## src/rtl/wdg_pkg.sv

```systemverilog
// Package: shared types and helpers for the dual-scale watchdog.
// Assumes: nothing beyond IEEE 1800-2017.
package wdg_pkg;

    // Time-base selection encoding (0 = short unit, 1 = long unit)
    typedef enum logic {
        BASE_SHORT = 1'b0,
        BASE_LONG  = 1'b1
    } base_e;

    // Width able to hold values 0..v
    function automatic int unsigned bits_for(input int unsigned v);
        int unsigned w;
        w = 1;
        while ((1 << w) <= v) w++;
        return w;
    endfunction

endpackage

```

## src/rtl/wdg_prescaler.sv

```systemverilog
// Module: wdg_prescaler
// Divides the clock into one tick per time unit. The unit length is
// SHORT_CYC or LONG_CYC cycles, chosen by a select latched at restart.
// Assumes: SHORT_CYC >= 1 and LONG_CYC >= 1. Restart takes priority over
// counting. Counting only advances while run is high.
module wdg_prescaler
    import wdg_pkg::*;
#(
    parameter int unsigned SHORT_CYC = 15,
    parameter int unsigned LONG_CYC  = 250
) (
    input  logic clk,
    input  logic rst_n,
    input  logic restart,
    input  logic base_sel,
    input  logic run,
    output logic tick
);
    localparam int unsigned MAX_CYC = (LONG_CYC > SHORT_CYC) ? LONG_CYC : SHORT_CYC;
    localparam int unsigned PW      = bits_for(MAX_CYC);
    localparam logic [PW-1:0] SHORT_LAST = PW'(SHORT_CYC - 1);
    localparam logic [PW-1:0] LONG_LAST  = PW'(LONG_CYC - 1);

    base_e         base_q;
    logic [PW-1:0] div_q;
    logic [PW-1:0] last;

    // Terminal count of the selected unit
    always_comb begin
        last = (base_q == BASE_LONG) ? LONG_LAST : SHORT_LAST;
    end

    // Tick when the divider wraps during a run cycle without restart
    always_comb begin
        tick = run && !restart && (div_q == last);
    end

    // Latch the base select at restart
    always_ff @(posedge clk) begin
        if (!rst_n)       base_q <= BASE_SHORT;
        else if (restart) base_q <= base_e'(base_sel);
    end

    // Divider counter: cleared at restart, wraps at the unit length
    always_ff @(posedge clk) begin
        if (!rst_n)                div_q <= '0;
        else if (restart)          div_q <= '0;
        else if (run) begin
            if (div_q == last)     div_q <= '0;
            else                   div_q <= div_q + 1'b1;
        end
    end

endmodule

```

## src/rtl/wdg_counter.sv

```systemverilog
// Module: wdg_counter
// Unit down-counter. A load arms it with the field value. Each tick then
// decrements it, and the tick that finds zero signals expiry and stops it.
// Assumes: tick is never high together with load (the prescaler
// suppresses it). Value n expires on the (n+1)th tick.
module wdg_counter #(
    parameter int unsigned CW = 5
) (
    input  logic          clk,
    input  logic          rst_n,
    input  logic          load,
    input  logic [CW-1:0] load_val,
    input  logic          tick,
    output logic          running,
    output logic          expire
);
    logic [CW-1:0] cnt_q;
    logic          run_q;

    // Expiry when a tick lands on a zero count while armed
    always_comb begin
        expire = run_q && tick && !load && (cnt_q == '0);
    end

    assign running = run_q;

    // Armed flag: set by load, cleared at expiry
    always_ff @(posedge clk) begin
        if (!rst_n)      run_q <= 1'b0;
        else if (load)   run_q <= 1'b1;
        else if (expire) run_q <= 1'b0;
    end

    // Count register: load or decrement, holding at zero
    always_ff @(posedge clk) begin
        if (!rst_n)                           cnt_q <= '0;
        else if (load)                        cnt_q <= load_val;
        else if (run_q && tick && cnt_q != '0) cnt_q <= cnt_q - 1'b1;
    end

endmodule

```

## src/rtl/wdg_pulse.sv

```systemverilog
// Module: wdg_pulse
// Fixed-length pulse generator. A trigger while idle starts a pulse of
// PULSE_CYC cycles. Triggers while a pulse is high are dropped.
// Assumes: PULSE_CYC >= 1.
module wdg_pulse
    import wdg_pkg::*;
#(
    parameter int unsigned PULSE_CYC = 4
) (
    input  logic clk,
    input  logic rst_n,
    input  logic trig,
    output logic pulse
);
    localparam int unsigned LW = bits_for(PULSE_CYC);
    localparam logic [LW-1:0] LEN = LW'(PULSE_CYC);

    logic [LW-1:0] left_q;

    assign pulse = (left_q != '0);

    // Remaining-cycle counter; starts only from idle
    always_ff @(posedge clk) begin
        if (!rst_n)                    left_q <= '0;
        else if (left_q != '0)         left_q <= left_q - 1'b1;
        else if (trig)                 left_q <= LEN;
    end

endmodule

```

## src/rtl/wdg_top.sv

```systemverilog
// Module: wdg_top
// Dual-scale watchdog with reset generation. It combines the prescaler,
// the unit counter and the pulse generator. It also holds the sticky
// status and the frequency-change edge detector.
// Assumes: all inputs are synchronous to clk. reload covers both a
// timeout register write and a kick.
module wdg_top #(
    parameter int unsigned SHORT_CYC     = 15,
    parameter int unsigned LONG_CYC      = 250,
    parameter int unsigned RST_PULSE_CYC = 4,
    parameter int unsigned TO_W          = 5
) (
    input  logic            clk,
    input  logic            rst_n,
    input  logic [TO_W-1:0] cfg_timeout,
    input  logic            cfg_long_base,
    input  logic            cfg_wd_rst_en,
    input  logic            cfg_fc_rst_en,
    input  logic            reload,
    input  logic            freq_evt,
    input  logic            sts_clr,
    output logic            sts_timeout,
    output logic            rst_pulse
);
    logic unit_tick;
    logic wd_running;
    logic wd_expire;
    logic evt_q;
    logic fc_req;
    logic pulse_trig;
    logic sts_q;

    wdg_prescaler #(
        .SHORT_CYC (SHORT_CYC),
        .LONG_CYC  (LONG_CYC)
    ) u_presc (
        .clk      (clk),
        .rst_n    (rst_n),
        .restart  (reload),
        .base_sel (cfg_long_base),
        .run      (wd_running),
        .tick     (unit_tick)
    );

    wdg_counter #(
        .CW (TO_W)
    ) u_cnt (
        .clk      (clk),
        .rst_n    (rst_n),
        .load     (reload),
        .load_val (cfg_timeout),
        .tick     (unit_tick),
        .running  (wd_running),
        .expire   (wd_expire)
    );

    // Frequency-event history for rising-edge detection
    always_ff @(posedge clk) begin
        if (!rst_n) evt_q <= 1'b0;
        else        evt_q <= freq_evt;
    end

    // One-cycle delayed, enabled frequency-change request
    always_ff @(posedge clk) begin
        if (!rst_n) fc_req <= 1'b0;
        else        fc_req <= freq_evt && !evt_q && cfg_fc_rst_en;
    end

    // Merge the two reset sources
    always_comb begin
        pulse_trig = (wd_expire && cfg_wd_rst_en) || fc_req;
    end

    wdg_pulse #(
        .PULSE_CYC (RST_PULSE_CYC)
    ) u_pulse (
        .clk   (clk),
        .rst_n (rst_n),
        .trig  (pulse_trig),
        .pulse (rst_pulse)
    );

    // Sticky status: set on expiry (wins over clear), cleared by strobe
    always_ff @(posedge clk) begin
        if (!rst_n)         sts_q <= 1'b0;
        else if (wd_expire) sts_q <= 1'b1;
        else if (sts_clr)   sts_q <= 1'b0;
    end

    assign sts_timeout = sts_q;

endmodule

```

## config.mk

```make
export PLATFORM = sky130hd
export DESIGN_NAME = wdg_top
export DESIGN_NICKNAME = d
export VERILOG_FILES = /design/src/rtl/wdg_pkg.sv /design/src/rtl/wdg_prescaler.sv /design/src/rtl/wdg_counter.sv /design/src/rtl/wdg_pulse.sv /design/src/rtl/wdg_top.sv
export SDC_FILE = /design/constraint.sdc
export NUM_CORES = 1
export LEC_CHECK = 0
export ABC_AREA = 1
export BUFFER_PORTS_ARGS = -buffer_cell sky130_fd_sc_hd__buf_2
export CAP_MARGIN = 20
export CORE_MARGIN = 2
export CORE_UTILIZATION = 25
export CTS_BUF_LIST = sky130_fd_sc_hd__clkbuf_4 sky130_fd_sc_hd__clkbuf_8
export CTS_CLUSTER_SIZE = 30
export DETAILED_ROUTE_END_ITERATION = 16
export GPL_TIMING_DRIVEN = 0
export PLACE_DENSITY = 0.45
export SLEW_MARGIN = 20
export SYNTH_ARGS = -nofsm -noshare
export SYNTH_HDL_FRONTEND = slang
export SYNTH_SLANG_ARGS = --single-unit
```

## constraint.sdc

```tcl
create_clock -name clk -period 2.55 [get_ports clk]
set_input_delay 0.1275 -clock clk [delete_from_list [all_inputs] [get_ports clk]]
set_output_delay 0.1275 -clock clk [all_outputs]
set_load 0.05 [all_outputs]
```

==> impl_metrics.json <==
{
  "drive_gt1_share_pct": 17.7,
  "viasPerCell": 4.31,
  "area_growth_pct": 16.4,
  "fin_nets": 182,
  "drt_iter0_markers": 35,
  "core_area_sq_um": 4030,
  "tightestPinTransition_ns": 0.295,
  "postSynthAreaPerCell_sq_um": 7.19,
  "finalSetupViolations": 0,
  "place_area_sq_um": 1180,
  "synth_edf_count": 0,
  "antenna_found_initial": 0,
  "grt_pass1_vias": 916,
  "cts_resized": 0,
  "place_congestion": 0.817,
  "grt_max_degree": 13,
  "period_share_pct": 56.7,
  "cpMaxStageDelayCell": "dfxtp_1",
  "max_freq_ghz": 0.692,
  "utilization_pct": 30.6,
  "overflow": 0,
  "critPathTopFamily": "simple AND/OR/NAND/NOR gates",
  "dr_total_vias": 923,
  "syn-num-nets": 164,
  "r2r_slack_ns": 1.10,
  "rsz0062_at_grt": "false",
  "skew_ns": 0.00204,
  "dieArea_sq_um": 4770,
  "synth-async-reset-ratio_pct": 0,
  "final_cell_mix": "31 x nor2_1, 28 x nand2_1, 21 x dfxtp_1",
  "fp.dieH_um": 69.0,
  "initial_utilization_pct": 26.2,
  "crit_chain": "nand2_1 -> nand2_1 -> nand2_1 -> nor2_1 -> nand2_2 -> nor2_4 -> nand2_2 -> nand2_4 -> inv_2 -> nor2_1 -> nor2_1",
  "clk_path_buf_depth": 2,
  "wl_per_cell_um": 9.62,
  "ir_drop_mv": 0.366,
  "hp-class": "in2reg",
  "crit_type": "reg2reg",
  "cts.htree.levels": 1,
  "maxCapViolCount": 0,
  "synth_top_area_share_pct": 39.8,
  "slew_headroom_pct": 80.3,
  "leakagePower_nw": 0.525,
  "ioPinCount": 15,
  "yosysSeqAreaShare_pct": 39.8,
  "powerDensity_nw_per_um2": 668,
  "synth_largest_area_cell": "dfxtp_1",
  "worstPathMaxFanout": 5,
  "hold_buffers": 0,
  "synth-main-ff-cell": "dfxtp_1",
  "final_cell_area_sq_um": 1230,
  "syn-cell-area_sq_um": 1060,
  "ys_warn_count": 0,
  "n_fill_cell": 462,
  "tns_ns": 0,
  "cp.buffers_inverters": 1,
  "clk_latency_ns": 0.26,
  "final_cells": 214,
  "netlist_instances": 147,
  "drtAntennaViolNets": 0,
  "final_common_cell": "nor2_1",
  "dp.cells": 210,
  "cts_tree": "done",
  "synth_seq_cells": 21,
  "io_buffers": 13,
  "cts_made_buffers": 3,
  "firstDrtPassIters": 4,
  "dpl.hpwl_mm": 1.58,
  "ys_types": 24,
  "arrival_ns": 1.60,
  "hold_viol": 0,
  "grt_usage_pct": 9.49,
  "fp.dieW_um": 69.0,
  "diodes": 0,
  "drc_errors": 0,
  "fin_crit_ns": 1.45,
  "rows": 23,
  "status": "finished, final reports clean",
  "synth_area_leaders": "dfxtp_1 40%, nor2_1 11%, nand2_1 9.9%, o21ai_0 5.2%, inv_1 5.0%",
  "grt_pass1_wl_mm": 3.78,
  "startpoint_type": "flop",
  "post_cts_buffers": 0,
  "cts-root-buf": "clkbuf_8",
  "clkTransAtPathRegs_ns": 0.08,
  "max_stage_delay_ns": 0.38,
  "clock_sinks": 21,
  "required_ns": 2.71,
  "wirelength_mm": 2.06,
  "slew_violations": 0,
  "endpoint_kind": "flop"
}
[where the power goes]
group          switching [mW]  internal, mW
Clock                   0.109         0.109
Sequential             0.0223         0.358
Combinational           0.150        0.0745
Total                   0.281         0.541
[path summary, 6_finish.rpt]
kind / startpoint / cells past startpoint / end
setup / recovery: u_presc.div_q[1] / 11 / u_cnt.cnt_q[0]
hold / removal: freq_evt / 3 / evt_q
setup reg to reg: u_presc.div_q[1] / 11 / u_cnt.cnt_q[0]
hold reg to reg: evt_q / 1 / fc_req
[metrics by stage]
step	total power, mW	hold slack, ns	setup WS, ns
4_1_cts	0.839	0.0638	1.11
6_report	0.822	0.0739	1.10
3_5_place_dp	0.615	0.342	1.13
5_1_grt	0.882	0.0824	0.851
2_1_floorplan	0.564	0.239	1.19
3_3_place_gp	0.612	0.328	1.13
[worst reg2reg max path, delay by kind of cell, from the launching register on]
| family | cells | cell delay (ns) |
|---|---|---|
| DFF | 1 | 0.38 |
| buffers and inverters | 1 | 0.07 |
| and+or+nand+nor | 10 | 0.90 |
[layout make-up]
| type | count | area, sq um | share of cell area, % |
|---|---|---|---|
| plain buffers | 1 | 11.3 | 0.915 |
| inverters | 15 | 56.3 | 4.57 |
| flip-flops and latches | 21 | 420 | 34.1 |
| repair buffers | 13 | 65.1 | 5.28 |
| clock inverters | 1 | 5.00 | 0.407 |
| multi-input cells | 110 | 569 | 46.2 |
| well taps | 50 | 62.6 | 5.08 |
| clock buffers | 3 | 41.3 | 3.35 |
[layer usage]
| metal | vias to the layer above | GRT usage [%] | routed length [um] |
|---|---|---|---|
| met5 | - | 0 | 0 |
| met4 | 0 | 3.92 | 23 |
| met3 | 2 | 2.19 | 67 |
| met2 | 9 | 16.0 | 997 |
| met1 | 408 | 11.5 | 969 |
| li1 | 504 | - | - |
[synthesized netlist by cell type, types with 2 or more instances]
cell     count
nand4_1      3
nand2_2      3
dfxtp_1     21
xor2_1       4
nand2_1     28
ha_1         4
o21ai_0     11
nor2_1      31
a21oi_2      2
nand3_1      7
inv_1       14
a21oi_1      7
[flip-flops by register name (all words and copies together) (netlist names)]
| register | count |
|---|---|
| fc_req | 1 |
| u_cnt.running | 1 |
| u_presc.div_q | 8 |
| u_pulse.left_q | 3 |
| u_presc.base_q | 1 |
| u_cnt.cnt_q | 5 |
| sts_timeout | 1 |
| evt_q | 1 |
[kinds of logic after synthesis]
| group | Yosys count | share of synthesized area [%] |
|---|---|---|
| buf+inv | 16 | 6.39 |
| simple gates | 79 | 33.3 |
| fa+ha+maj | 4 | 4.73 |
| flops | 21 | 39.8 |
| compound gates | 22 | 11.7 |
| xor+xnor | 5 | 4.14 |
Power figures use the tool's default switching activity.
